**config.mk**
```make
export PLATFORM = sky130hd
export DESIGN_NAME = tower_link_framer
export DESIGN_NICKNAME = d
export VERILOG_FILES = /design/src/rtl/tlf_pkg.sv /design/src/rtl/tlf_tx_framer.sv /design/src/rtl/tlf_ecc_decoder.sv /design/src/rtl/tlf_rx_deframer.sv /design/src/rtl/tower_link_framer.sv
export SDC_FILE = /design/constraint.sdc
export NUM_CORES = 2
export LEC_CHECK = 0
export BUFFER_PORTS_ARGS = -buffer_cell sky130_fd_sc_hd__buf_2
export CAP_MARGIN = 20
export CELL_PAD_IN_SITES_DETAIL_PLACEMENT = 0
export CELL_PAD_IN_SITES_GLOBAL_PLACEMENT = 2
export CORE_UTILIZATION = 38
export DETAILED_ROUTE_END_ITERATION = 16
export MAX_ROUTING_LAYER = met4
export PLACE_DENSITY_LB_ADDON = 0.1
export SETUP_SLACK_MARGIN = 0.02
export SLEW_MARGIN = 10
export SYNTH_ARGS = -nofsm -noshare
export SYNTH_HDL_FRONTEND = slang
export SYNTH_HIERARCHICAL = 1
export SYNTH_SLANG_ARGS = --single-unit
```
**constraint.sdc**
```tcl
create_clock -name clk -period 3.55 [get_ports clk]
set_input_delay 0.355 -clock clk [delete_from_list [all_inputs] [get_ports clk]]
set_output_delay 0.355 -clock clk [all_outputs]
set_load 0.1 [all_outputs]
```
**src/rtl/tlf_pkg.sv**
```systemverilog
package tlf_pkg;
  localparam int LANE_CH = 3;
  localparam int BYTE_W  = 8;
  localparam int WORD_W  = LANE_CH * BYTE_W;
  localparam int SLOTS   = 4;
  localparam int FRAME_W = SLOTS * BYTE_W;
  localparam int CW_TOP  = 29;
  localparam int SYN_W   = 5;
  localparam logic [BYTE_W-1:0] COMMA_CHAR = 8'hBC;

  typedef logic [1:0] slot_t;

  function automatic logic is_pow2(input int p);
    return (p & (p - 1)) == 0;
  endfunction

  // place data bits on the non-power-of-two codeword positions
  function automatic logic [CW_TOP:1] spread(input logic [WORD_W-1:0] d);
    logic [CW_TOP:1] cw;
    logic [4:0] j;
    cw = '0;
    j  = '0;
    for (int p = 1; p <= CW_TOP; p++) begin
      if (!is_pow2(p)) begin
        cw[p] = d[j];
        j = j + 5'd1;
      end
    end
    return cw;
  endfunction

  function automatic logic [WORD_W-1:0] gather(input logic [CW_TOP:1] cw);
    logic [WORD_W-1:0] d;
    logic [4:0] j;
    d = '0;
    j = '0;
    for (int p = 1; p <= CW_TOP; p++) begin
      if (!is_pow2(p)) begin
        d[j] = cw[p];
        j = j + 5'd1;
      end
    end
    return d;
  endfunction

  function automatic logic [SYN_W-1:0] pos_xor(input logic [CW_TOP:1] cw);
    logic [SYN_W-1:0] s;
    s = '0;
    for (int p = 1; p <= CW_TOP; p++) begin
      if (cw[p]) s = s ^ SYN_W'(p);
    end
    return s;
  endfunction

  function automatic logic [BYTE_W-1:0] make_check(input logic [WORD_W-1:0] d);
    logic [BYTE_W-1:0] c;
    c = '0;
    c[SYN_W-1:0] = pos_xor(spread(d));
    c[SYN_W] = (^d) ^ (^c[SYN_W-1:0]);
    return c;
  endfunction
endpackage

```
**src/rtl/tlf_tx_framer.sv**
```systemverilog
module tlf_tx_framer
  import tlf_pkg::*;
#(
  parameter int LANES = 16
) (
  input  logic                         clk,
  input  logic                         rst_n,
  input  logic                         in_valid,
  output logic                         in_ready,
  input  logic [LANES*WORD_W-1:0]      in_data,
  output logic [LANES*BYTE_W-1:0]      lane_data,
  output logic [LANES-1:0]             lane_k
);
  slot_t slot_q;
  slot_t slot_n;
  logic  take;
  logic  hold_is_data;

  assign in_ready = (slot_q == slot_t'(SLOTS - 1));
  assign take     = in_valid && in_ready;
  assign slot_n   = slot_q + slot_t'(1);

  always_ff @(posedge clk) begin
    if (!rst_n) begin
      slot_q       <= slot_t'(SLOTS - 1);
      hold_is_data <= 1'b0;
    end else begin
      slot_q <= slot_n;
      if (take)          hold_is_data <= 1'b1;
      else if (in_ready) hold_is_data <= 1'b0;
    end
  end

  for (genvar l = 0; l < LANES; l++) begin : g_lane
    logic [WORD_W-1:0]  word;
    logic [FRAME_W-1:0] fresh;
    logic [FRAME_W-1:0] hold_q;
    logic [FRAME_W-1:0] src;
    logic               send_data;
    logic [BYTE_W-1:0]  nxt_byte;
    logic               nxt_k;
    logic [BYTE_W-1:0]  byte_q;
    logic               k_q;

    assign word  = in_data[l*WORD_W +: WORD_W];
    assign fresh = {make_check(word), word};
    assign src   = take ? fresh : hold_q;

    always_comb begin
      send_data = take || ((slot_n != slot_t'(0)) && hold_is_data);
      nxt_k     = 1'b0;
      if (send_data)                nxt_byte = src[{slot_n, 3'b000} +: BYTE_W];
      else if (slot_n == slot_t'(0)) begin
        nxt_byte = COMMA_CHAR;
        nxt_k    = 1'b1;
      end else                      nxt_byte = '0;
    end

    always_ff @(posedge clk) begin
      if (!rst_n) begin
        hold_q <= '0;
        byte_q <= '0;
        k_q    <= 1'b0;
      end else begin
        if (take) hold_q <= fresh;
        byte_q <= nxt_byte;
        k_q    <= nxt_k;
      end
    end

    assign lane_data[l*BYTE_W +: BYTE_W] = byte_q;
    assign lane_k[l] = k_q;
  end
endmodule

```
**src/rtl/tlf_ecc_decoder.sv**
```systemverilog
module tlf_ecc_decoder
  import tlf_pkg::*;
(
  input  logic [WORD_W-1:0] rx_word,
  input  logic [SYN_W:0]    rx_check,
  output logic [WORD_W-1:0] fix_word,
  output logic              corr,
  output logic              uncorr
);
  logic [SYN_W-1:0] syn;
  logic             odd;
  logic [CW_TOP:1]  cw;

  assign syn = pos_xor(spread(rx_word)) ^ rx_check[SYN_W-1:0];
  assign odd = (^rx_word) ^ (^rx_check);

  always_comb begin
    cw     = spread(rx_word);
    corr   = 1'b0;
    uncorr = 1'b0;
    if (odd) begin
      if (int'(syn) > CW_TOP) begin
        uncorr = 1'b1;
      end else begin
        corr = 1'b1;
        if (syn != '0) cw[syn] = ~cw[syn];
      end
    end else if (syn != '0) begin
      uncorr = 1'b1;
    end
    fix_word = gather(cw);
  end
endmodule

```
**src/rtl/tlf_rx_deframer.sv**
```systemverilog
module tlf_rx_deframer
  import tlf_pkg::*;
#(
  parameter int LANES = 16
) (
  input  logic                      clk,
  input  logic                      rst_n,
  input  logic [LANES*BYTE_W-1:0]   lane_data,
  input  logic [LANES-1:0]          lane_k,
  output logic                      out_valid,
  output logic [LANES*WORD_W-1:0]   out_data,
  output logic [LANES-1:0]          out_corr,
  output logic [LANES-1:0]          out_uncorr
);
  slot_t slot_q;
  slot_t pos;
  logic  comma0;
  logic  locked_q;
  logic  clean_q;
  logic  any_k;
  logic  emit;

  assign comma0 = lane_k[0] && (lane_data[BYTE_W-1:0] == COMMA_CHAR);
  assign pos    = comma0 ? slot_t'(0) : slot_q;
  assign any_k  = |lane_k;
  assign emit   = (pos == slot_t'(SLOTS - 1)) && locked_q && clean_q && !any_k;

  always_ff @(posedge clk) begin
    if (!rst_n) begin
      slot_q    <= '0;
      locked_q  <= 1'b0;
      clean_q   <= 1'b0;
      out_valid <= 1'b0;
    end else begin
      slot_q    <= pos + slot_t'(1);
      locked_q  <= locked_q || comma0;
      clean_q   <= (pos == slot_t'(0)) ? !any_k : (clean_q && !any_k);
      out_valid <= emit;
    end
  end

  for (genvar l = 0; l < LANES; l++) begin : g_lane
    logic [WORD_W-1:0] word_q;
    logic [WORD_W-1:0] fix;
    logic              c_err;
    logic              u_err;
    logic [WORD_W-1:0] data_q;
    logic              corr_q;
    logic              uncorr_q;
    logic [BYTE_W-1:0] in_byte;

    assign in_byte = lane_data[l*BYTE_W +: BYTE_W];

    tlf_ecc_decoder u_dec (
      .rx_word (word_q),
      .rx_check(in_byte[SYN_W:0]),
      .fix_word(fix),
      .corr    (c_err),
      .uncorr  (u_err)
    );

    always_ff @(posedge clk) begin
      if (!rst_n) begin
        word_q   <= '0;
        data_q   <= '0;
        corr_q   <= 1'b0;
        uncorr_q <= 1'b0;
      end else begin
        if (pos != slot_t'(SLOTS - 1)) word_q[{pos, 3'b000} +: BYTE_W] <= in_byte;
        if (emit) data_q <= fix;
        corr_q   <= emit && c_err;
        uncorr_q <= emit && u_err;
      end
    end

    assign out_data[l*WORD_W +: WORD_W] = data_q;
    assign out_corr[l]   = corr_q;
    assign out_uncorr[l] = uncorr_q;
  end
endmodule

```
**src/rtl/tower_link_framer.sv**
```systemverilog
module tower_link_framer
  import tlf_pkg::*;
#(
  parameter int LANES = 16,
  localparam int NCH  = LANES * LANE_CH,
  localparam int CH_W = NCH * BYTE_W,
  localparam int LN_W = LANES * BYTE_W
) (
  input  logic             clk,
  input  logic             rst_n,
  input  logic             in_valid,
  output logic             in_ready,
  input  logic [CH_W-1:0]  in_data,
  output logic [LN_W-1:0]  lane_tx_data,
  output logic [LANES-1:0] lane_tx_k,
  input  logic [LN_W-1:0]  lane_rx_data,
  input  logic [LANES-1:0] lane_rx_k,
  output logic             out_valid,
  output logic [CH_W-1:0]  out_data,
  output logic [LANES-1:0] out_corr,
  output logic [LANES-1:0] out_uncorr
);
  tlf_tx_framer #(.LANES(LANES)) u_tx (
    .clk      (clk),
    .rst_n    (rst_n),
    .in_valid (in_valid),
    .in_ready (in_ready),
    .in_data  (in_data),
    .lane_data(lane_tx_data),
    .lane_k   (lane_tx_k)
  );

  tlf_rx_deframer #(.LANES(LANES)) u_rx (
    .clk       (clk),
    .rst_n     (rst_n),
    .lane_data (lane_rx_data),
    .lane_k    (lane_rx_k),
    .out_valid (out_valid),
    .out_data  (out_data),
    .out_corr  (out_corr),
    .out_uncorr(out_uncorr)
  );
endmodule

```
# ---- After elaboration in Yosys (flattened, before gate mapping)
# Index checks and enable logic that the tools add are counted.
dict set report word_totals {
  wordCells 2166
  inputBits 531
  out_inout_bits 562
  register_bits 1449
}
dict set report classes {
  n_mux 1030
  eq_ne 4
  shift 33
  bitwise 801
  add_sub_neg 3
  reduce_logical 144
  magnitude_cmp 48
}
# op n
set op_table {}
lappend op_table {{5-bit two-way mux} 416}
lappend op_table {{29-bit two-way mux} 48}
lappend op_table {{3-bit inverter} 320}
lappend op_table {{4-bit two-way mux} 224}
lappend op_table {{24-bit parity} 32}
lappend op_table {{2-bit inverter} 288}
lappend op_table {{32-bit two-way mux} 16}
lappend op_table {{4-bit inverter} 128}
lappend op_table {{32-bit by 6-bit indexed part select with 8-bit output} 16}
lappend op_table {{29-bit bitwise mux} 16}
lappend op_table {{24-bit bitwise mux} 16}
lappend op_table {{8-bit by 7-bit indexed part select with 24-bit output} 16}
lappend op_table {{3-bit two-way mux} 96}
lappend op_table {{8-bit two-way mux} 17}
lappend op_table {{1-bit two-way mux} 116}
lappend op_table {{5-bit by 6-bit < comparator with 1-bit output, second input constant} 16}
lappend op_table {{6-bit parity} 16}
lappend op_table {{1-bit binary-select mux with 5-bit select} 16}
lappend op_table {{1-bit demux with 5-bit select} 16}
lappend op_table {{5-bit by 1-bit greater-or-equal comparator with 1-bit output, second input constant} 16}
lappend op_table {{5-bit greater-than comparator, second input constant} 16}
lappend op_table {{5-bit nonzero test} 16}
lappend op_table {{5-bit parity} 16}
lappend op_table {{5-bit bitwise XOR} 16}
lappend op_table {{other kinds (16)} 154}

# ---- Logic depth before layout (Yosys ltp)
dict set report logic_depth {
  word_depth 56
  depth_mapped 11
  depth_no_buf 9
}

# ---- Cells and area by module
# The synthesis kept the hierarchy.
# mod n_inst cells_each area_per_inst_um2
set by_module_without_submodules {}
lappend by_module_without_submodules {tlf_tx_framer 1 3041 32259.7}
lappend by_module_without_submodules {tlf_rx_deframer 1 2659 28028.1}
lappend by_module_without_submodules {{tlf_ecc_decoder at u_rx.g_lane[10].u_dec ...} 15 144 1437.6}
lappend by_module_without_submodules {{tlf_ecc_decoder at u_rx.g_lane[0].u_dec} 1 174 1463.9}

# ---- Least setup slack after synthesis
# No wires, ideal clock.
dict set report synth_timing {
  path_type {flip-flop to flip-flop}
  start {reg u_tx.slot_q[0]}
  end {reg u_tx.g_lane[10].hold_q[18]}
  stages_incl_launch_ff 10
  t_arrival_ns 3.044
  n_path_buf 5
  period_less_slack_ns 3.114
  path_slack_ns 0.436
  cell_sequence {dfxtp_1 ha_1 and2_1 clkbuf_1 buf_2 buf_1 clkbuf_1 buf_1 nand2_1 a21oi_1}
}
dict set report synth_between {
  elab_chain_len 3
}
# item line
set synth_lines {}
lappend synth_lines {{start, declared} tlf_tx_framer.sv:14} ;# slot_t slot_q;
lappend synth_lines {{start signal, assigned} tlf_tx_framer.sv:25} ;# slot_q <= slot_t'(SLOTS - 1);
lappend synth_lines {{start signal, assigned} tlf_tx_framer.sv:28} ;# slot_q <= slot_n;
lappend synth_lines {{2-bit == test} tlf_tx_framer.sv:19} ;# assign in_ready = (slot_q == slot_t'(SLOTS - 1));
lappend synth_lines {{net in_ready} tower_link_framer.sv:12} ;# output logic in_ready,
lappend synth_lines {{1-bit logical AND} tlf_tx_framer.sv:20} ;# assign take = in_valid && in_ready;
lappend synth_lines {{32-bit two-way mux} --}
lappend synth_lines {{end signal, assigned} tlf_tx_framer.sv:65} ;# if (take) hold_q <= fresh;
lappend synth_lines {{end, declared} tlf_tx_framer.sv:37} ;# logic [FRAME_W-1:0] hold_q;
# The timed path passes the listed nets, and every way through them passes these cells.
# A chain may end at the register's enable or synchronous reset.

# ---- Worst setup path after layout
dict set report layout_timing {
  start {reg u_rx.g_lane[0].word_q[8]}
  end {reg u_rx.g_lane[0].data_q[22]}
}
dict set report layout_between {
  elab_chain_len 33
  word_cells_on_any_way 47
}
# item line
set layout_lines {}
lappend layout_lines {{start, declared} tlf_rx_deframer.sv:43} ;# logic [WORD_W-1:0] word_q;
lappend layout_lines {{start signal, assigned by index} tlf_rx_deframer.sv:69} ;# if (pos != slot_t'(SLOTS - 1)) word_q[{pos, 3'b000} +: BYTE_W] <= in_byte;
lappend layout_lines {{4-bit two-way mux} tlf_pkg.sv:50} ;# if (cw[p]) s = s ^ SYN_W'(p);
lappend layout_lines {{4-bit two-way mux / 3-bit inverter (equally long branches)} --}
lappend layout_lines {{4-bit inverter (no source line) / 4-bit two-way mux (equally long branches)} --}
lappend layout_lines {{4-bit two-way mux / 4-bit inverter (equally long branches)} --}
lappend layout_lines {{2-bit inverter (no source line) / 4-bit two-way mux (equally long branches)} --}
lappend layout_lines {{5-bit two-way mux (2 in series)} tlf_pkg.sv:50}
lappend layout_lines {{3-bit inverter (no source line) / 5-bit two-way mux (equally long branches)} --}
lappend layout_lines {{5-bit two-way mux / 2-bit inverter (equally long branches)} --}
lappend layout_lines {{[... 17 more ...]} --}
lappend layout_lines {{1-bit logical AND (not written as such)} tlf_ecc_decoder.sv:26} ;# if (syn != '0) cw[syn] = ~cw[syn];
lappend layout_lines {{1-bit two-way mux (not written as such)} tlf_ecc_decoder.sv:26}
lappend layout_lines {{1-bit demux with 5-bit select} tlf_ecc_decoder.sv:26}
lappend layout_lines {{29-bit bitwise mux} tlf_ecc_decoder.sv:26}
lappend layout_lines {{29-bit two-way mux} tlf_ecc_decoder.sv:26}
lappend layout_lines {{29-bit two-way mux} tlf_ecc_decoder.sv:22} ;# if (int'(syn) > CW_TOP) begin
lappend layout_lines {{29-bit two-way mux (*)} tlf_ecc_decoder.sv:21} ;# if (odd) begin
lappend layout_lines {{net u_rx.g_lane[0].fix[22]} tlf_rx_deframer.sv:44} ;# logic [WORD_W-1:0] fix;
lappend layout_lines {{end signal, assigned} tlf_rx_deframer.sv:70} ;# if (emit) data_q <= fix;
lappend layout_lines {{end, declared} tlf_rx_deframer.sv:47} ;# logic [WORD_W-1:0] data_q;
# The timed path passes the listed nets; every way through them passes the cells marked *. The select of a mux whose other input is x is not followed.

==> flow_metrics.py <==
metrics = {
    "outcome": {
        "outcome": "completed",
    },
    "grt": {
        "grt_pass1_wl_um": 450000,
        "grt_pass1_vias": 65500,
        "grt_max_degree": 191,
        "grt_overflow_total": 0,
        "grt_use_total_pct": 27.6,
        "antenna_found_initial": 125,
    },
    "clocking": {
        "numCtsBuffers": 176,
        "clkTransAtPathRegs_ns": 0.06,
        "cts.path.max_buffers": 3,
        "root_buffer": "clkbuf_16",
        "cts_num_sinks": 1449,
        "htree_levels": 4,
        "post-cts-setup-buffers": 0,
        "clock_latency_ns": 0.83,
        "cts_tree": "yes",
    },
    "worst_setup_path": {
        "r2r_slack_ns": 0.20,
        "cp-end-kind": "flop",
        "crit_required_ns": 4.31,
        "cp.depth": 11,
        "cp_cell_sequence": "xor3_1 -> xnor3_1 -> xnor3_1 -> buf_4 -> nor2b_1 -> a221oi_1 -> a32oi_2 -> buf_4 -> a31oi_1 -> nand2_1 -> mux2i_1",
        "critical_path_arrival_ns": 4.11,
        "worstRegToRegCells": 11,
        "cp_max_fo": 11,
        "cp_slowest_stage_delay_ns": 0.56,
        "crit_buf_inv": 2,
        "slowest_stage": "dfxtp_1",
        "path_class": "flop to flop",
        "start_kind": "flop",
        "cp_top_family": "XOR/XNOR gates",
    },
    "timing": {
        "fin_skew_ns": 0.0296,
        "finalSetupViolations": 0,
        "period_minus_slack_ns": 3.35,
        "max_freq_mhz": 298,
        "hold_violations": 0,
        "setup_tns_ns": 0,
        "fin_crit_sh_pct": 94.4,
        "final_max_slew_viol_count": 0,
        "rsz0062_at_grt": "false",
        "worstMarginPinSlew_ns": 1.05,
        "maxSlewHeadroom_pct": 27.9,
    },
    "worst_hold_path": {
        "holdPathStages": 3,
        "worst_hold_path_type": "primary input to flop",
    },
    "detailed_routing": {
        "vias_per_cell": 5.20,
        "wl_per_cell_um": 24.3,
        "drt_first_pass_iters": 6,
        "drt-initial-drc-count": 4203,
        "num_vias": 65600,
        "drtAntennaViolNets": 0,
        "drc": 0,
        "wl_um": 306000,
    },
    "floorplanning": {
        "initial_utilization_pct": 38.3,
        "die-area_sq_um": 221000,
        "core_sq_um": 218000,
        "dieHeight_um": 470,
        "fp-row-count": 171,
        "io_pins": 1093,
        "die_w_um": 470,
    },
    "logic_synthesis": {
        "ys.flop_type": "dfxtp_1",
        "syn-num-nets": 8571,
        "ys_seq_area_share_pct": 34.8,
        "syn_inst": 8034,
        "syn_area_sq_um": 83300,
        "yosys_warnings": 6,
        "yosysUniqueCellTypes": 71,
        "synthArstFlopShare_pct": 0,
        "ys_ff_latch": 1449,
        "syn_avg_cell_area_sq_um": 10.4,
        "synth_edf_count": 0,
    },
    "pwr": {
        "irDropWorstVdd_v": 0.000478,
        "p_per_area_nw_per_um2": 508,
        "p_leak_nw": 44.4,
    },
    "layout": {
        "syn_to_final_growth_pct": 24.2,
        "fin_area_sq_um": 104000,
        "drive_gt1_share_pct": 21.8,
        "nFillCells": 20700,
        "fin_cells": 12600,
        "mostFrequentLayoutCells": "dfxtp_1, buf_2, mux2i_1",
        "final_common_cell": "dfxtp_1",
        "final_nets": 10100,
    },
    "placed_design": {
        "place.gp.congestion": 0.903,
        "port_buffers": 1092,
        "dp_hpwl_um": 227000,
        "post_dp_cell_area_sq_um": 92100,
        "dp_cells": 11700,
    },
    "flow_run": {
        "maxCapViolations": 0,
    },
}
## logic make-up after synthesis
group           synth area share [%]
simple gates                    12.2
xor+xnor                        22.4
flops                           34.8
mux                             19.1
compound gates                  7.74
buf+inv                         3.63
fa+ha+maj                     0.0901
## worst paths after layout
kind | to | startpoint
worst max-delay path | u_rx/g_lane[0].data_q[22] | u_rx/g_lane[0].word_q[8]
worst min-delay path | u_tx/g_lane[3].hold_q[12] | in_data[84]
worst max register to register | u_rx/g_lane[0].data_q[22] | u_rx/g_lane[0].word_q[8]
worst min register to register | u_tx/g_lane[9].hold_q[28] | u_tx/g_lane[9].hold_q[28]
## per-layer routing
layer / wire length (um) / GRT usage (%)
met1: 133000 / 34.2
met2: 142000 / 43.8
met3: 18300 / 5.88
met4: 13700 / 11.0
met5: 0 / -
## registers in the layout (all words and copies together) (netlist names), named ones only
signal                flops
u_rx/clean_q              1
u_rx/g_lane.corr_q       16
u_rx/g_lane.data_q      384
u_rx/g_lane.uncorr_q     16
u_rx/g_lane.word_q      384
u_rx/locked_q             1
u_rx/out_valid            1
u_rx/slot_q               2
u_tx/g_lane.byte_q      128
u_tx/g_lane.hold_q      496
u_tx/g_lane.k_q           1
u_tx/hold_is_data         1
u_tx/slot_q               2
## power breakdown
group          leakage (nW)  switching [mW]  internal (mW)
Clock                  2.94            7.55           11.3
Combinational          29.7            9.55           6.99
Sequential             11.8           0.335           17.0
Total                  44.4            17.4           35.2
## through the flow
| step | hold WS [ns] | util (%) | power, mW | setup WS, ns |
|---|---|---|---|---|
| finish | 0.0814 | 47.6 | 52.6 | 0.200 |
| global route | 0.0507 | 47.6 | 54.8 | 0.0566 |
| CTS | 0.0188 | 47.5 | 53.1 | 0.0969 |
| detailed placement | 0.441 | 42.3 | 33.5 | 0.133 |
| global placement | 0.434 | 42.3 | 33.5 | 0.104 |
| floorplan | 0.427 | - | 29.5 | 0.436 |
## worst register-to-register path, delay by kind of cell, from the launching register on
family	cells	cell delay [ns]
AO/OA/AOI/OAI	3	0.90
multiplexers	1	0.14
flip-flops	1	0.56
buffers and inverters	2	0.45
XOR/XNOR	3	1.06
AND/OR/NAND/NOR	2	0.20
## cell usage after synthesis, types with 16 or more instances
| cell | count | area [sq um] |
|---|---|---|
| mux2_1 | 210 | 2360 |
| buf_6 | 53 | 597 |
| buf_4 | 72 | 541 |
| o21ai_0 | 31 | 155 |
| nand2b_1 | 32 | 200 |
| and3_1 | 59 | 369 |
| xnor2_2 | 76 | 1240 |
| xor3_1 | 27 | 642 |
| xnor3_2 | 16 | 380 |
| and2_1 | 114 | 713 |
| a21oi_1 | 146 | 731 |
| buf_2 | 101 | 505 |
| a31oi_1 | 32 | 200 |
| o21ai_1 | 93 | 465 |
| nand2_1 | 990 | 3720 |
| xnor2_1 | 765 | 6700 |
| dfxtp_1 | 1449 | 29000 |
| nor2_1 | 544 | 2040 |
| clkbuf_1 | 274 | 1030 |
| a211oi_1 | 24 | 180 |
| nor3_1 | 317 | 1590 |
| a22o_1 | 385 | 3370 |
| xor2_2 | 46 | 748 |
| buf_1 | 56 | 210 |
| nand3_1 | 42 | 210 |
| xor2_1 | 234 | 2050 |
| mux2i_1 | 1000 | 10000 |
| mux2_4 | 45 | 676 |
| nor4_1 | 37 | 231 |
| nor4_2 | 30 | 375 |
| a221o_1 | 22 | 220 |
| a21o_1 | 17 | 128 |
| mux2_2 | 83 | 935 |
| mux4_2 | 75 | 1690 |
| inv_1 | 35 | 131 |
| xnor3_1 | 255 | 5740 |
## what timing repair did
action,CTS,global route
endpoints found under the hold margin,795,0
setup endpoints to repair,0,5
resized for setup,0,1
hold buffers,512,0
## layout make-up
class	instances	area, sq um	area share [%]
diodes	102	255	0.247
repair buffers	1862	13200	12.7
flip-flops and latches	1449	29000	28.0
multi-input cells	5990	51400	49.6
clock buffers	276	5330	5.15
well taps	2854	3570	3.45
inverters	39	161	0.156
clock inverters	46	669	0.647
(Power assumes the default switching activity.)
